### src/rtl/mw_pkg.sv
package mw_pkg;

  typedef enum logic [1:0] {
    OP_SPECIAL = 2'b00,
    OP_WRITE   = 2'b01,
    OP_READ    = 2'b10,
    OP_ERASE   = 2'b11
  } mwOp_e;

  typedef enum logic [1:0] {
    SUB_LOCK    = 2'b00,
    SUB_FILLALL = 2'b01,
    SUB_CLRALL  = 2'b10,
    SUB_UNLOCK  = 2'b11
  } mwSub_e;

  typedef enum logic [2:0] {
    ST_IDLE, ST_OPC, ST_ADR, ST_DEC, ST_DAT, ST_PRG, ST_RD, ST_HOLD
  } mwState_e;

  typedef struct packed {
    logic shiftOp;
    logic shiftAddr;
    logic shiftData;
    logic loadRead;
    logic shiftOut;
    logic wrWord;
    logic eraseWord;
    logic wrAll;
    logic eraseAll;
  } mwStrobe_t;

  localparam int WORD_W = 16;

endpackage

### src/rtl/mw_ctrl.sv
module mw_ctrl
  import mw_pkg::*;
#(
  parameter int ADDR_W   = 6,
  parameter int BUSY_CYC = 64
) (
  input  logic              clk,
  input  logic              rstN,
  input  logic              csel,
  input  logic              sclk,
  input  logic              dIn,
  input  logic [1:0]        opCode,
  input  logic [ADDR_W-1:0] addrVal,
  input  logic              outBit,
  output logic              bitIn,
  output mwStrobe_t         strb,
  output logic              dOut
);
  localparam int CNT_W  = $clog2(WORD_W + 1);
  localparam int BUSY_W = $clog2(BUSY_CYC + 1);

  logic cselQ, sclkQ, sclkQQ, dInQ;
  logic rise;
  mwState_e state;
  logic [CNT_W-1:0]  bitCnt;
  logic [BUSY_W-1:0] busyCnt;
  logic busy, wrEn, statusFlag, commit;
  logic [1:0] subCode;

  assign rise    = sclkQ && !sclkQQ;
  assign busy    = (busyCnt != '0);
  assign subCode = addrVal[ADDR_W-1 -: 2];
  assign bitIn   = dInQ;

  // Program commands that actually modify the array.
  always_comb begin
    commit = 1'b0;
    if (cselQ && wrEn) begin
      if (state == ST_DEC)
        commit = (opCode == OP_ERASE) ||
                 (opCode == OP_SPECIAL && subCode == SUB_CLRALL);
      else if (state == ST_PRG)
        commit = 1'b1;
    end
  end

  always_ff @(posedge clk) begin
    if (!rstN) begin
      cselQ  <= 1'b0;
      sclkQ  <= 1'b0;
      sclkQQ <= 1'b0;
      dInQ   <= 1'b0;
    end else begin
      cselQ  <= csel;
      sclkQ  <= sclk;
      sclkQQ <= sclkQ;
      dInQ   <= dIn;
    end
  end

  always_ff @(posedge clk) begin
    if (!rstN) begin
      state      <= ST_IDLE;
      bitCnt     <= '0;
      busyCnt    <= '0;
      wrEn       <= 1'b0;
      statusFlag <= 1'b0;
    end else begin
      if (commit) begin
        busyCnt    <= BUSY_W'(BUSY_CYC);
        statusFlag <= 1'b1;
      end else if (busy) begin
        busyCnt <= busyCnt - 1'b1;
      end

      if (!cselQ) begin
        state  <= ST_IDLE;
        bitCnt <= '0;
      end else begin
        unique case (state)
          ST_IDLE: if (rise && dInQ && !busy) begin
            state      <= ST_OPC;
            bitCnt     <= '0;
            statusFlag <= 1'b0;
          end
          ST_OPC: if (rise) begin
            if (bitCnt == CNT_W'(1)) begin
              state  <= ST_ADR;
              bitCnt <= '0;
            end else begin
              bitCnt <= bitCnt + 1'b1;
            end
          end
          ST_ADR: if (rise) begin
            if (bitCnt == CNT_W'(ADDR_W - 1)) begin
              state  <= ST_DEC;
              bitCnt <= '0;
            end else begin
              bitCnt <= bitCnt + 1'b1;
            end
          end
          ST_DEC: begin
            unique case (opCode)
              OP_READ:  state <= ST_RD;
              OP_WRITE: state <= ST_DAT;
              OP_ERASE: state <= ST_HOLD;
              default: begin
                if (subCode == SUB_FILLALL) state <= ST_DAT;
                else                        state <= ST_HOLD;
                if (subCode == SUB_UNLOCK) wrEn <= 1'b1;
                if (subCode == SUB_LOCK)   wrEn <= 1'b0;
              end
            endcase
          end
          ST_DAT: if (rise) begin
            if (bitCnt == CNT_W'(WORD_W - 1)) begin
              state  <= ST_PRG;
              bitCnt <= '0;
            end else begin
              bitCnt <= bitCnt + 1'b1;
            end
          end
          ST_PRG:  state <= ST_HOLD;
          ST_RD:   state <= ST_RD;
          default: state <= ST_HOLD;
        endcase
      end
    end
  end

  always_comb begin
    strb           = '0;
    strb.shiftOp   = cselQ && rise && (state == ST_OPC);
    strb.shiftAddr = cselQ && rise && (state == ST_ADR);
    strb.shiftData = cselQ && rise && (state == ST_DAT);
    strb.shiftOut  = cselQ && rise && (state == ST_RD);
    strb.loadRead  = cselQ && (state == ST_DEC) && (opCode == OP_READ);
    strb.eraseWord = commit && (state == ST_DEC) && (opCode == OP_ERASE);
    strb.eraseAll  = commit && (state == ST_DEC) && (opCode == OP_SPECIAL);
    strb.wrWord    = commit && (state == ST_PRG) && (opCode == OP_WRITE);
    strb.wrAll     = commit && (state == ST_PRG) && (opCode == OP_SPECIAL);
  end

  always_comb begin
    dOut = 1'b0;
    if (cselQ) begin
      if (state == ST_RD)                       dOut = outBit;
      else if (state == ST_IDLE && statusFlag)  dOut = !busy;
    end
  end

  AST_DESELECT_IDLE: assert property (@(posedge clk) disable iff (!rstN)
    !cselQ |=> (state == ST_IDLE)) else $error("frame survived deselect");
  AST_PROG_NEEDS_EN: assert property (@(posedge clk) disable iff (!rstN)
    $rose(busy) |-> wrEn) else $error("busy while locked");
  AST_BUSY_NO_START: assert property (@(posedge clk) disable iff (!rstN)
    (busy && state == ST_IDLE) |=> (state == ST_IDLE)) else $error("start taken while busy");
  AST_OUT_QUIET: assert property (@(posedge clk) disable iff (!rstN)
    !cselQ |-> !dOut) else $error("dOut driven while deselected");
  AST_ONE_STROBE: assert property (@(posedge clk) disable iff (!rstN)
    $onehot0({strb.shiftOp, strb.shiftAddr, strb.shiftData, strb.shiftOut,
              strb.loadRead, strb.wrWord, strb.eraseWord, strb.wrAll, strb.eraseAll}))
    else $error("strobes overlap");

endmodule

### config.mk
export PLATFORM = sky130hd
export DESIGN_NAME = mw_ctrl
export DESIGN_NICKNAME = d
export VERILOG_FILES = /design/src/rtl/mw_pkg.sv /design/src/rtl/mw_ctrl.sv
export SDC_FILE = /design/constraint.sdc
export NUM_CORES = 1
export LEC_CHECK = 0
export BUFFER_PORTS_ARGS = -buffer_cell sky130_fd_sc_hd__buf_2
export CORE_UTILIZATION = 55
export DETAILED_ROUTE_END_ITERATION = 8
export MAX_ROUTING_LAYER = met4
export PLACE_DENSITY = 0.79
export SLEW_MARGIN = 20
export SYNTH_ARGS = -nofsm -noshare
export SYNTH_HDL_FRONTEND = slang
export SYNTH_SLANG_ARGS = --single-unit
export TNS_END_PERCENT = 10
### constraint.sdc
create_clock -name clk -period 5.3 [get_ports clk]
set_input_delay 0.53 -clock clk [delete_from_list [all_inputs] [get_ports clk]]
set_output_delay 0.53 -clock clk [all_outputs]
set_load 0.005 [all_outputs]
**After elaboration in Yosys (flattened, before gate mapping)**

Cells that the tools add are included.

- Register bits: 21
- Bits of input ports: 14
- Output and inout port bits: 11
- Logic and storage cells: 103

- $add $sub $neg: 2
- Eq/ne operators: 22
- Muxes and demuxes: 32
- Bitwise logic cells: 2
- Reduce and logical (&&, ||, !) cells: 35

Operator list:

| cell | number |
|---|---|
| 5-bit two-way mux | 7 |
| 3-bit two-way mux | 7 |
| 5-bit one-hot mux with 4 select lines | 1 |
| 1-bit logical AND | 19 |
| 3-bit one-hot mux with 6 select lines | 1 |
| 7-bit two-way mux | 2 |
| 2-bit != test (second input constant) | 7 |
| 1-bit two-way mux | 12 |
| 3-bit == test (second input constant) | 3 |
| 2-bit == test (second input constant) | 4 |
| 7-bit AND reduction | 1 |
| 7-bit nonzero test | 1 |
| 7-bit by 1-bit subtractor with 7-bit output (second input constant) | 1 |
| 3-bit by 2-bit == test with 1-bit output (second input constant) | 2 |
| 2-bit one-hot mux with 3 select lines | 1 |
| 5-bit by 1-bit adder with 5-bit output (second input constant) | 1 |
| 5-bit by 1-bit == test with 1-bit output (second input constant) | 1 |
| 5-bit by 3-bit == test with 1-bit output (second input constant) | 1 |
| 5-bit by 4-bit == test with 1-bit output (second input constant) | 1 |
| 5-bit AND reduction | 1 |
| 2-bit by 1-bit == test with 1-bit output (second input constant) | 2 |
| 2-bit logical NOT | 2 |
| 4-bit AND reduction | 1 |
| 2-bit nonzero test | 2 |
| other kinds (10) | 12 |

**Longest topological paths before layout**

Gate-level depths: netlist (run 1).

- Depth after elaboration: 9
- Mapped depth: 8
- Mapped depth without buffers: 7

**Worst setup path after synthesis (run 1)**

Ideal clock, no wire load.

- Path kind: input to output
- Start: in opCode[1]
- End: out strb[0] (netlist bit)
- Data arrival time: 1.737 ns
- Required time: 4.770 ns
- Path slack: 3.033 ns
- Cell stages on the path: 5
- Path buffers: 1
- Cells stage by stage: clkbuf_1 > or3b_1 > a211oi_1 > o2111ai_1 > nor4_1

RTL lines:

| item | line | RTL |
|---|---|---|
| from (decl) | mw_ctrl.sv:12 | `input logic [1:0] opCode,` |
| to (decl) | mw_ctrl.sv:16 | `output mwStrobe_t strb,` |

**Final worst setup path (run 1)**

- Start: reg busyCnt[0]
- End: out dOut

- Longest elaborated chain between the ends: 5

Ends and longest elaborated chain:

| item | line | RTL |
|---|---|---|
| from (decl) | mw_ctrl.sv:26 | `logic [BUSY_W-1:0] busyCnt;` |
| from (signal assigned) | mw_ctrl.sv:70 | `busyCnt <= BUSY_W'(BUSY_CYC);` |
| from (signal assigned) | mw_ctrl.sv:73 | `busyCnt <= busyCnt - 1'b1;` |
| 7-bit nonzero test | mw_ctrl.sv:31 | `assign busy = (busyCnt != '0);` |
| 1-bit logical NOT | mw_ctrl.sv:148 | `else if (state == ST_IDLE && statusFlag) dOut = !busy;` |
| 1-bit two-way mux | mw_ctrl.sv:148 |  |
| 1-bit two-way mux | mw_ctrl.sv:147 | `if (state == ST_RD) dOut = outBit;` |
| 1-bit two-way mux | mw_ctrl.sv:146 | `if (cselQ) begin` |
| to (decl) | mw_ctrl.sv:17 | `output logic dOut` |

Every way passes these cells.

==> out/summary.txt, run 1 <==
status - completed
Area Overhead vs Synth - 9.86%
final setup skew - 13.5 ps
actual slew at the worst max-slew pin - 662 ps
post-synthesis average cell area - 8.19 um^2
Synth top area share - 32.5%
Pleak - 0.563 nW
DR WL/cell - 12.7 um
Routed Antenna Nets - 0
PostCTS Resize Cnt - 0
Starting DRT DRC Count - 20
FP Rows - 17
asr flop ratio synth - 0%
Max Cap Viol - 0
share of cells above drive strength 1 - 18.4%
cell taking the most area after synthesis - dfxtp_1
fmax - 340 MHz
ant diodes - 0
Area after DPL - 1390 um^2
final net count - 197
critical path arrival - 2410 ps
ys flop type - dfxtp_1
setup tns final - 0 ps
vias in the first global route - 1007
gr usage total - 22.0%
Longest Clk Path Bufs - 2
Synth top cells by count - dfxtp_1, nor2_1, nand2_1, nor3_1, inv_1
Reg power frac - 47.2%
most frequent cell after synthesis - dfxtp_1
required time worst endpoint - 4770 ps
chip height - 50.5 um
die width - 50.5 um
clk slew on worst S/H paths - 120 ps
Netlist cell types - 48
Ports - 25
Pre-antenna DRT Iters - 4
Mapped Nets - 180
global-route wire length before repair - 4210 um
CTS tree - done
Psw - 148 uW
Die ar. - 2550 um^2
CP endpoint kind - output port
Ys Warns - 0
clock share of power - 18.1%
Hold Crit Class - in2reg
design area - 1420 um^2
Avg Vias per Cell - 5.73
worst-skew pair later-pin latency - 300 ps
Sink Count - 21
Slew Viols, Final - 0
# DRC - 0
Tot Pwr - 422 uW
# fillers - 207
startpoint types - flip-flop
post-synthesis sequential area ratio - 32.5%
Routed WL - 2560 um
worst ir drop on vdd - 0.253 mV
Max FO, Critical Path - 9
pin count of the biggest net entering global routing - 19
number of flops mapped to enable cells by yosys - 0
internal power - 274 uW
Switching Share - 35.0%
antenna violations before repair - 0
WHS - 423 ps
worst r2r path cells - 7
largest cells by area after synthesis - dfxtp_1, ha_1, nor3_1
CTS root buf - clkbuf_4
Yosys reg bits - 21
max_slew headroom - 55.8%
area of the mapped netlist - 1290 um^2
H-tree levels - 1
Tmin final - 2940 ps
hold path cells - 2
gr ovfl total - 0
Final Cycle Share - 55.4%
final worst slack - 2360 ps
dpl hpwl - 1960 um
pre-CTS setup slack - 2660 ps
Mapped Cells - 158
endpoints failing setup - 0
Gate power share - 34.7%
port buffer count - 20
hold buffers post-CTS - 0
RSZ-0062 raised after global routing - false
postcts setup bufs - 0
final RePlAce weighted congestion - 0.798
vias after detailed routing - 1157
Num CTS Buffers - 3
pwr/cell area - 297 nW/um^2
core area - 2210 um^2
Initial Util - 58.5%
Setup CP Type - reg2out
Hold Fails Final Rpt - 0
[metal layers]
| metal | wire (um) | track usage [%] | vias up | part of all wire [%] |
|---|---|---|---|---|
| met5 | 0 | - | - | 0 |
| met4 | 14 | 6.02 | 0 | 0.55 |
| met3 | 58 | 3.64 | 2 | 2.3 |
| met2 | 1220 | 35.6 | 19 | 48 |
| met1 | 1260 | 28.4 | 549 | 49 |
| li1 | - | - | 587 | - |
[final timing paths]
path | from | endpoint | slack [ps]
max | busyCnt[0] | dOut | 2360
min | dIn | bitIn | 420
max reg2reg | busyCnt[0] | bitCnt[1] | 3240
min reg2reg | sclkQ | sclkQQ | 480
[power groups by stage]
stage | sequential [mW] | combinational, mW | clock (mW)
6_report | 0.199 | 0.146 | 0.0764
5_1_grt | 0.202 | 0.163 | 0.0845
4_1_cts | 0.199 | 0.147 | 0.0792
3_5_place_dp | 0.203 | 0.146 | 0
3_3_place_gp | 0.201 | 0.136 | 0
2_1_floorplan | 0.199 | 0.123 | 0
[kinds of logic (layout without fill, tap and decap cells)]
| kind of cell | Yosys count | after routing | synth area share (%) |
|---|---|---|---|
| simple gates | 77 | 77 | 33.6 |
| compound gates | 27 | 27 | 16.2 |
| flops | 21 | 21 | 32.5 |
| buf+inv | 19 | 35 | 5.90 |
| fa+ha+maj | 8 | 8 | 7.74 |
| xor+xnor | 5 | 5 | 3.38 |
| mux | 1 | 1 | 0.774 |
[stage by stage]
stage	instances	util, %
3_3_place_gp	198	63.0
2_1_floorplan	158	-
5_1_grt	202	64.3
4_1_cts	202	64.3
3_5_place_dp	198	63.0
6_report	202	64.3
[state kept, by name, indices dropped and copies added, names as in the netlist]
| register | cells |
|---|---|
| statusFlag | 1 |
| wrEn | 1 |
| sclkQQ | 1 |
| busyCnt | 7 |
| state | 3 |
| bitCnt | 5 |
| sclkQ | 1 |
| cselQ | 1 |
| bitIn | 1 |
[critical path, stage by stage, from the launching register on]
cell     delay (ps)
dfxtp_1         320
inv_1            80
ha_1            190
nor3b_1         540
and3b_1         480
nand3_1         130
o22ai_1         130
and2_1          140
buf_2           100
[final cells by class]
type,count,area [um^2],share of cell area [%]
multi-input combinational,118,797,56.1
sequential,21,420,29.6
clock inverter,1,5.00,0.352
timing repair buffer,20,100,7.04
tap,28,35.0,2.46
inverter,11,41.3,2.90
clock buffer,3,22.5,1.58
[cells in the final DEF (no fill, tap or decap), drive strengths merged]
master	netlist	layout
nor3b	4	4
a21boi	2	2
nor3	11	11
o21ai	3	3
and3b	1	1
o31ai	2	2
o211ai	2	2
o21bai	1	1
o31a	2	2
or3b	2	2
xnor2	4	4
nor4	2	2
clkbuf	5	3
xor2	1	1
o21a	1	1
nand2	11	11
nand3	8	8
nor2b	3	3
nor2	14	14
or4b	1	1
nor4b	2	2
and3	1	1
a31oi	1	1
a32oi	1	1
ha	8	8
nand4bb	1	1
nand2b	3	3
mux2i	1	1
a21oi	7	7
nand4	4	4
o22ai	2	2
or3	2	2
o32ai	1	1
and2	7	7
inv	11	11
buf	3	20
o2111ai	1	1
a211oi	1	1
clkinv	0	1
dfxtp	21	21
Power figures use the tool's default switching activity.
==> run 2, diff against run 1 <==
--- a/config.mk
+++ b/config.mk
@@ -5,11 +5,12 @@
 export SDC_FILE = /design/constraint.sdc
 export NUM_CORES = 1
 export LEC_CHECK = 0
+export ABC_AREA = 1
 export BUFFER_PORTS_ARGS = -buffer_cell sky130_fd_sc_hd__buf_2
 export CORE_UTILIZATION = 55
 export DETAILED_ROUTE_END_ITERATION = 8
 export MAX_ROUTING_LAYER = met4
-export PLACE_DENSITY = 0.79
+export PLACE_DENSITY = 0.78
 export SLEW_MARGIN = 20
 export SYNTH_ARGS = -nofsm -noshare
 export SYNTH_HDL_FRONTEND = slang
==> constraint.sdc (replaced) <==
create_clock -name clk -period 2.85 [get_ports clk]
set_input_delay 0.285 -clock clk [delete_from_list [all_inputs] [get_ports clk]]
set_output_delay 0.285 -clock clk [all_outputs]
set_load 0.005 [all_outputs]
==> out/summary.txt, run 2 <==
status - completed (unchanged)
CTS tree - done (unchanged)
Mapped Cells - 221 (was 158)
asr flop ratio synth - 0% (unchanged)
PostCTS Resize Cnt - 0 (unchanged)
Slowest Stage Delay on Critical Path - 620 ps (was 540 ps)
worst r2r path cells - 11 (was 7)
Tmin final - 2180 ps
share of cells above drive strength 1 - 19.1% (was 18.4%)
hold path cells - 3 (was 2)
Hold Startpoint - csel (was dIn)
Max FO, Critical Path - 10 (was 9)
global-route wire length before repair - 4550 um (was 4210 um)
most frequent cell after synthesis - nand2_1 (was dfxtp_1)
largest registers - busyCnt: 7 flops, bitCnt: 5 flops, state: 3 flops (unchanged)
Area Overhead vs Synth - 9.22% (was 9.86%)
Routed WL - 2780 um (was 2560 um)
post-synthesis sequential area ratio - 29.0% (was 32.5%)
Final Cycle Share - 76.4%
Switching Share - 39.2% (was 35.0%)
delay-heaviest family, CP - simple AND/OR/NAND/NOR gates (unchanged)
post-synthesis xor/xnor area fraction - 3.02% (was 3.38%)
Synth top cells by count - nand2_1, inv_1, nor2_1 (was dfxtp_1, nor2_1, nand2_1, nor3_1, inv_1)
pre-CTS setup slack - 1040 ps (was 2660 ps)
CTS root buf - clkbuf_4 (unchanged)
Netlist cell types - 29 (was 48)
Crit Reg-Reg Startpoint - bitCnt[0] (was busyCnt[0])
Pre-antenna DRT Iters - 4 (unchanged)
worst ir drop on vdd - 0.433 mV (was 0.253 mV)
Slew Viols, Final - 0 (unchanged)
most common cell after layout, fill and taps aside - nand2_1 (was dfxtp_1)
core area - 2480 um^2 (was 2210 um^2)
final net count - 264 (was 197)
area of the mapped netlist - 1450 um^2 (was 1290 um^2)
Starting DRT DRC Count - 29 (was 20)
DR WL/cell - 10.2 um (was 12.7 um)
Yosys reg bits - 21 (unchanged)
Reg power frac - 42.6% (was 47.2%)
slowest library cell on the worst path - dfxtp_1 (was nor3b_1)
worst-skew pair later-pin latency - 320 ps (was 300 ps)
cell taking the most area after synthesis - dfxtp_1 (unchanged)
pwr/cell area - 562 nW/um^2 (was 297 nW/um^2)
post-synthesis average cell area - 6.57 um^2 (was 8.19 um^2)
post-synthesis compound-gate area fraction - 5.69% (was 16.2%)
gr ovfl total - 0 (unchanged)
antenna violations before repair - 0 (unchanged)
Gate power share - 39.8% (was 34.7%)
R2R Setup Slk - 1190 ps (was 3240 ps)
Ports - 25 (unchanged)
Post-Synth Adder-Cell Area - 6.90% (was 7.74%)
CP endpoint kind - output port (unchanged)
fmax - 459 MHz
endpoints failing setup - 0 (unchanged)
die width - 53.4 um (was 50.5 um)
Num CTS Buffers - 3 (unchanged)
crit path buf inv count - 1 (was 2)
vias in the first global route - 1117 (was 1007)
vias after detailed routing - 1360 (was 1157)
critical path arrival - 1890 ps (was 2410 ps)
Psw - 350 uW (was 148 uW)
# DRC - 0 (unchanged)
startpoint types - flip-flop (unchanged)
clock share of power - 17.6% (was 18.1%)
Max Cap Viol - 0 (unchanged)
gr usage total - 22.1% (was 22.0%)
dpl hpwl - 2180 um (was 1960 um)
GR met1 Demand/Resource - 28.9% (was 28.4%)
internal power - 542 uW (was 274 uW)
Sink Count - 21 (unchanged)
Avg Vias per Cell - 5.02 (was 5.73)
Top reg by flops - busyCnt (unchanged)
pin count of the biggest net entering global routing - 14 (was 19)
ys flop type - dfxtp_1 (unchanged)
Synth top area share - 29.0% (was 32.5%)
final worst slack - 673 ps (was 2360 ps)
Setup CP Type - reg2out (unchanged)
Die ar. - 2850 um^2 (was 2550 um^2)
Endpoint, Worst Hold - cselQ (was bitIn)
Hold Crit Class - in2reg (unchanged)
actual slew at the worst max-slew pin - 447 ps (was 662 ps)
setup tns final - 0 ps (unchanged)
Initial Util - 58.6% (was 58.5%)
port buffer count - 20 (unchanged)
ant diodes - 0 (unchanged)
FF-to-FF End - state[1] (was bitCnt[1])
Ys Warns - 0 (unchanged)
# fillers - 259 (was 207)
combinational family with the most area after synthesis - simple AND/OR/NAND/NOR gates (unchanged)
FP Rows - 18 (was 17)
Synth Area in Simple Gates - 43.6% (was 33.6%)
met2 Use GR - 35.2% (was 35.6%)
most frequent cells in the layout - nand2_1, inv_1, nor2_1 (was dfxtp_1, buf_2, nor2_1)
required time worst endpoint - 2570 ps (was 4770 ps)
Pleak - 0.821 nW (was 0.563 nW)
final setup skew - 3.31 ps (was 13.5 ps)
final RePlAce weighted congestion - 0.865 (was 0.798)
max_slew headroom - 70.2% (was 55.8%)
hold buffers post-CTS - 0 (unchanged)
chip height - 53.4 um (was 50.5 um)
number of flops mapped to enable cells by yosys - 0 (unchanged)
CP cell instances - nand2_1, o21ai_1, nand4_2, nand3b_1, nor2_1, buf_2 (was inv_1, ha_1, nor3b_1, and3b_1, nand3_1, o22ai_1, and2_1, buf_2)
Longest Clk Path Bufs - 2 (unchanged)
RSZ-0062 raised after global routing - false (unchanged)
Hold Fails Final Rpt - 0 (unchanged)
clk slew on worst S/H paths - 130 ps (was 120 ps)
Mapped Nets - 243 (was 180)
number of flip-flops in the largest register - 7 (unchanged)
met3 GRT Util - 3.45% (was 3.64%)
postcts setup bufs - 0 (unchanged)
global routing's busiest layer - met2 (unchanged)
largest cells by area after synthesis - dfxtp_1, nand2_1, inv_1 (was dfxtp_1, ha_1, nor3_1)
Routed Antenna Nets - 0 (unchanged)
multiplexer share of the synthesized area - 0% (was 0.774%)
H-tree levels - 1 (unchanged)
-- run 2: cell types whose count changed in the layout (fill, tap and decap cells not counted), moves of 4 or more --
cell	before	now
a21oi_1	6	13
and2_1	6	0
inv_1	10	33
nand2_1	11	52
nand2_2	0	4
nand3_1	8	19
nand4_1	4	0
nor2_1	13	32
nor2_2	1	6
nor3_1	11	6
nor3b_1	4	0
-- run 2: layer usage --
| layer | share of wire [%] | up-vias |
|---|---|---|
| met4 | 0.97 | 0 |
| met5 | 0 | - |
| li1 | - | 729 |
| met2 | 45 | 27 |
| met3 | 3.4 | 4 |
| met1 | 50 | 600 |
-- run 2: cell families after synthesis --
logic type / after synthesis
and+or+nand+nor: 131
AOI/OAI and AO/OA: 16
buffers and inverters: 40
DFF: 21
adders and majority gates: 8
xor gates and xnor gates: 5
-- run 2: how the worst max path moves through the flow --
stage / from / to / slack (ps) / depth (start not counted)
2_1_floorplan: bitCnt[0] / state[0] / 1400 / 11
3_3_place_gp: state[2] / strb[1] / 1050 / 6
4_1_cts: state[2] / strb[1] / 660 / 6
5_1_grt: state[2] / strb[1] / 490 / 6
6_report: state[2] / strb[3] / 670 / 6
3_5_place_dp: state[2] / strb[1] / 1040 / 6
-- run 2: layout make-up --
class | count | area [um^2] | share of cell area (%)
sequential | 21 | 420 | 26.5
multi-input combinational | 160 | 860 | 54.2
tap | 30 | 37.5 | 2.37
clock inverter | 1 | 7.51 | 0.474
clock buffer | 3 | 22.5 | 1.42
timing repair buffer | 20 | 100 | 6.31
inverter | 36 | 138 | 8.68
-- run 2: power by group through the flow --
stage	logic (mW)	registers (mW)	clock network (mW)
final	0.355	0.380	0.156
after floorplan	0.303	0.377	0
after global placement	0.346	0.383	0
after CTS	0.359	0.379	0.158
after global routing	0.400	0.386	0.172
after detailed placement	0.354	0.386	0
-- run 2: worst reg2reg max path, delay by kind of cell (launching register included) --
family,cells,cell delay [ps]
simple gates,8,780
buf+inv,1,50
fa+ha+maj,2,350
flops,1,410
-- run 2: per-stage QoR --
| step | util, % | total power, mW | cells | instance area, um^2 | hold slack [ps] |
|---|---|---|---|---|---|
| floorplan | - | 0.681 | 221 | 1450 | 383 |
| global placement | 62.8 | 0.729 | 267 | 1560 | 429 |
| detailed placement | 62.8 | 0.740 | 267 | 1560 | 445 |
| CTS | 64.0 | 0.896 | 271 | 1590 | 132 |
| global route | 64.0 | 0.958 | 271 | 1590 | 140 |
| finish | 64.0 | 0.891 | 271 | 1590 | 135 |
==> run 3, diff against run 2 <==
--- a/config.mk
+++ b/config.mk
@@ -7,10 +7,10 @@
 export LEC_CHECK = 0
 export ABC_AREA = 1
 export BUFFER_PORTS_ARGS = -buffer_cell sky130_fd_sc_hd__buf_2
-export CORE_UTILIZATION = 55
+export CORE_UTILIZATION = 50
 export DETAILED_ROUTE_END_ITERATION = 8
 export MAX_ROUTING_LAYER = met4
-export PLACE_DENSITY = 0.78
+export PLACE_DENSITY = 0.75
 export SLEW_MARGIN = 20
 export SYNTH_ARGS = -nofsm -noshare
 export SYNTH_HDL_FRONTEND = slang
==> constraint.sdc (replaced) <==
create_clock -name clk -period 1.8 [get_ports clk]
set_input_delay 0.18 -clock clk [delete_from_list [all_inputs] [get_ports clk]]
set_output_delay 0.18 -clock clk [all_outputs]
set_load 0.005 [all_outputs]
==> out/summary.txt, run 3 (synthesis gave the netlist of run 2 again) <==
final RePlAce weighted congestion - 0.851 (was 0.865)
core area - 2760 um^2 (was 2480 um^2)
delay-heaviest family, CP - simple AND/OR/NAND/NOR gates (unchanged)
Starting DRT DRC Count - 40 (was 29)
Pleak - 0.857 nW (was 0.821 nW)
R2R Setup Slk - 140 ps (was 1190 ps)
dpl hpwl - 2200 um (was 2180 um)
worst ir drop on vdd - 0.891 mV (was 0.433 mV)
Longest Clk Path Bufs - 2 (unchanged)
hold path cells - 3 (unchanged)
FP Rows - 19 (was 18)
DR WL/cell - 10.0 um (was 10.2 um)
die width - 55.9 um (was 53.4 um)
worst-skew pair later-pin latency - 320 ps (about the same)
pre-CTS setup slack - 159 ps (was 1040 ps)
CTS tree - done (unchanged)
WHS - 30.3 ps (was 135 ps)
Hold Fails Final Rpt - 0 (unchanged)
Pre-antenna DRT Iters - 4 (unchanged)
CP endpoint kind - output port (unchanged)
Top reg by flops - busyCnt (unchanged)
final net count - 272 (was 264)
vias after detailed routing - 1366 (was 1360)
pwr/cell area - 853 nW/um^2 (was 562 nW/um^2)
Hold Crit Class - in2reg (unchanged)
Die ar. - 3120 um^2 (was 2850 um^2)
fmax - 574 MHz
pin count of the biggest net entering global routing - 14 (unchanged)
final setup skew - 12.5 ps (was 3.31 ps)
Ports - 25 (unchanged)
setup tns final - 0 ps (unchanged)
share of cells above drive strength 1 - 23.7% (was 19.1%)
Hold Startpoint - sclk (was csel)
antenna violations before repair - 0 (unchanged)
most frequent cells in the layout - nand2_1, inv_1, nor2_1 (unchanged)
chip height - 55.9 um (was 53.4 um)
Avg Vias per Cell - 4.88 (was 5.02)
slowest library cell on the worst path - dfxtp_1 (unchanged)
Tmin final - 1740 ps
RSZ-0062 raised after global routing - true (was false)
CTS root buf - clkbuf_4 (unchanged)
crit path buf inv count - 2 (was 1)
Max Cap Viol - 0 (unchanged)
global routing's busiest layer - met2 (unchanged)
gr ovfl total - 0 (unchanged)
Routed Antenna Nets - 0 (unchanged)
port buffer count - 20 (unchanged)
status - completed (unchanged)
GR met1 Demand/Resource - 25.2% (was 28.9%)
Slowest Stage Delay on Critical Path - 330 ps (was 620 ps)
Initial Util - 52.6% (was 58.6%)
FF-to-FF End - state[1] (unchanged)
Routed WL - 2810 um (was 2780 um)
gr usage total - 19.3% (was 22.1%)
CP cell instances - inv_1, ha_2, nand2_2, nor2_8, nand3_1, a21oi_1, buf_2 (was nand2_1, o21ai_1, nand4_2, nand3b_1, nor2_1, buf_2)
vias in the first global route - 1184 (was 1117)
met3 GRT Util - 2.56% (was 3.45%)
Num CTS Buffers - 3 (unchanged)
actual slew at the worst max-slew pin - 256 ps (was 447 ps)
global-route wire length before repair - 4730 um (was 4550 um)
largest registers - busyCnt: 7 flops, bitCnt: 5 flops, state: 3 flops (unchanged)
required time worst endpoint - 1620 ps (was 2570 ps)
worst r2r path cells - 11 (unchanged)
final worst slack - 57.1 ps (was 673 ps)
Final Cycle Share - 96.8%
Sink Count - 21 (unchanged)
Slew Viols, Final - 0 (unchanged)
Max FO, Critical Path - 8 (was 10)
Setup CP Type - reg2out (unchanged)
critical path arrival - 1560 ps (was 1890 ps)
Endpoint, Worst Hold - sclkQ (was cselQ)
H-tree levels - 1 (unchanged)
Util after Layout - 60.2% (was 64.0%)
most common cell after layout, fill and taps aside - nand2_1 (unchanged)
Crit Reg-Reg Startpoint - bitCnt[1] (was bitCnt[0])
max_slew headroom - 82.9% (was 70.2%)
met2 Use GR - 29.9% (was 35.2%)
clk slew on worst S/H paths - 130 ps (about the same)
Tot Pwr - 1.42 mW (was 891 uW)
number of flip-flops in the largest register - 7 (unchanged)
Area Overhead vs Synth - 14.4% (was 9.22%)
Setup crit start - busyCnt[0] (was state[2])
startpoint types - flip-flop (unchanged)
endpoints failing setup - 0 (unchanged)
# DRC - 0 (unchanged)
ant diodes - 0 (unchanged)
run 3: power breakdown:
| part | leakage (nW) | switching [mW] | internal (mW) | total (mW) |
|---|---|---|---|---|
| combinational | 0.670 | 0.332 | 0.250 | 0.582 |
| sequential | 0.173 | 0.0610 | 0.533 | 0.594 |
| clock | 0.0139 | 0.155 | 0.0849 | 0.240 |
| total | 0.857 | 0.549 | 0.868 | 1.42 |
run 3: area by class of cell:
type | instances | area, um^2
timing repair buffer | 28 | 160
sequential | 21 | 425
clock buffer | 3 | 22.5
clock inverter | 1 | 7.51
multi-input combinational | 160 | 868
inverter | 36 | 138
tap | 31 | 38.8
fill | 281 | 1100
run 3: worst register-to-register path, cell delays in order, from the launching register on:
cell and delay [ps]:
dfxtp_1 370, ha_1 180, nand2_1 70, nor2_1 160
ha_1 170, inv_1 50, nand2_1 90, nand3_2 110
nor2_2 170, nand3_1 90, nand2_1 70, nor2_1 40
run 3: timing repair:
action	in CTS	in global routing
hold buffers	0	0
gates resized for setup	4	2
setup endpoints to repair	5	3
setup buffers	1	2
cloned	0	0
pin swaps	2	0
run 3: metrics by stage:
step	std cells	area, um^2
finish	280	1660
global placement	273	1590
detailed placement	273	1590
floorplan	221	1450
global route	280	1660
CTS	278	1640
run 3: how the worst max path moves through the flow:
| stage | end | cells past startpoint | slack, ps |
|---|---|---|---|
| floorplan | state[0] | 11 | 350 |
| global placement | state[0] | 11 | 180 |
| detailed placement | state[1] | 11 | 160 |
| CTS | dOut | 7 | 20 |
| global route | dOut | 7 | -20 |
| finish | dOut | 7 | 60 |
run 3: layer usage:
layer	vias up	part of all wire [%]	wire, um
met1	590	49	1380
met4	0	1.7	48
met2	23	46	1280
met5	-	0	0
li1	748	-	-
met3	5	3.6	100
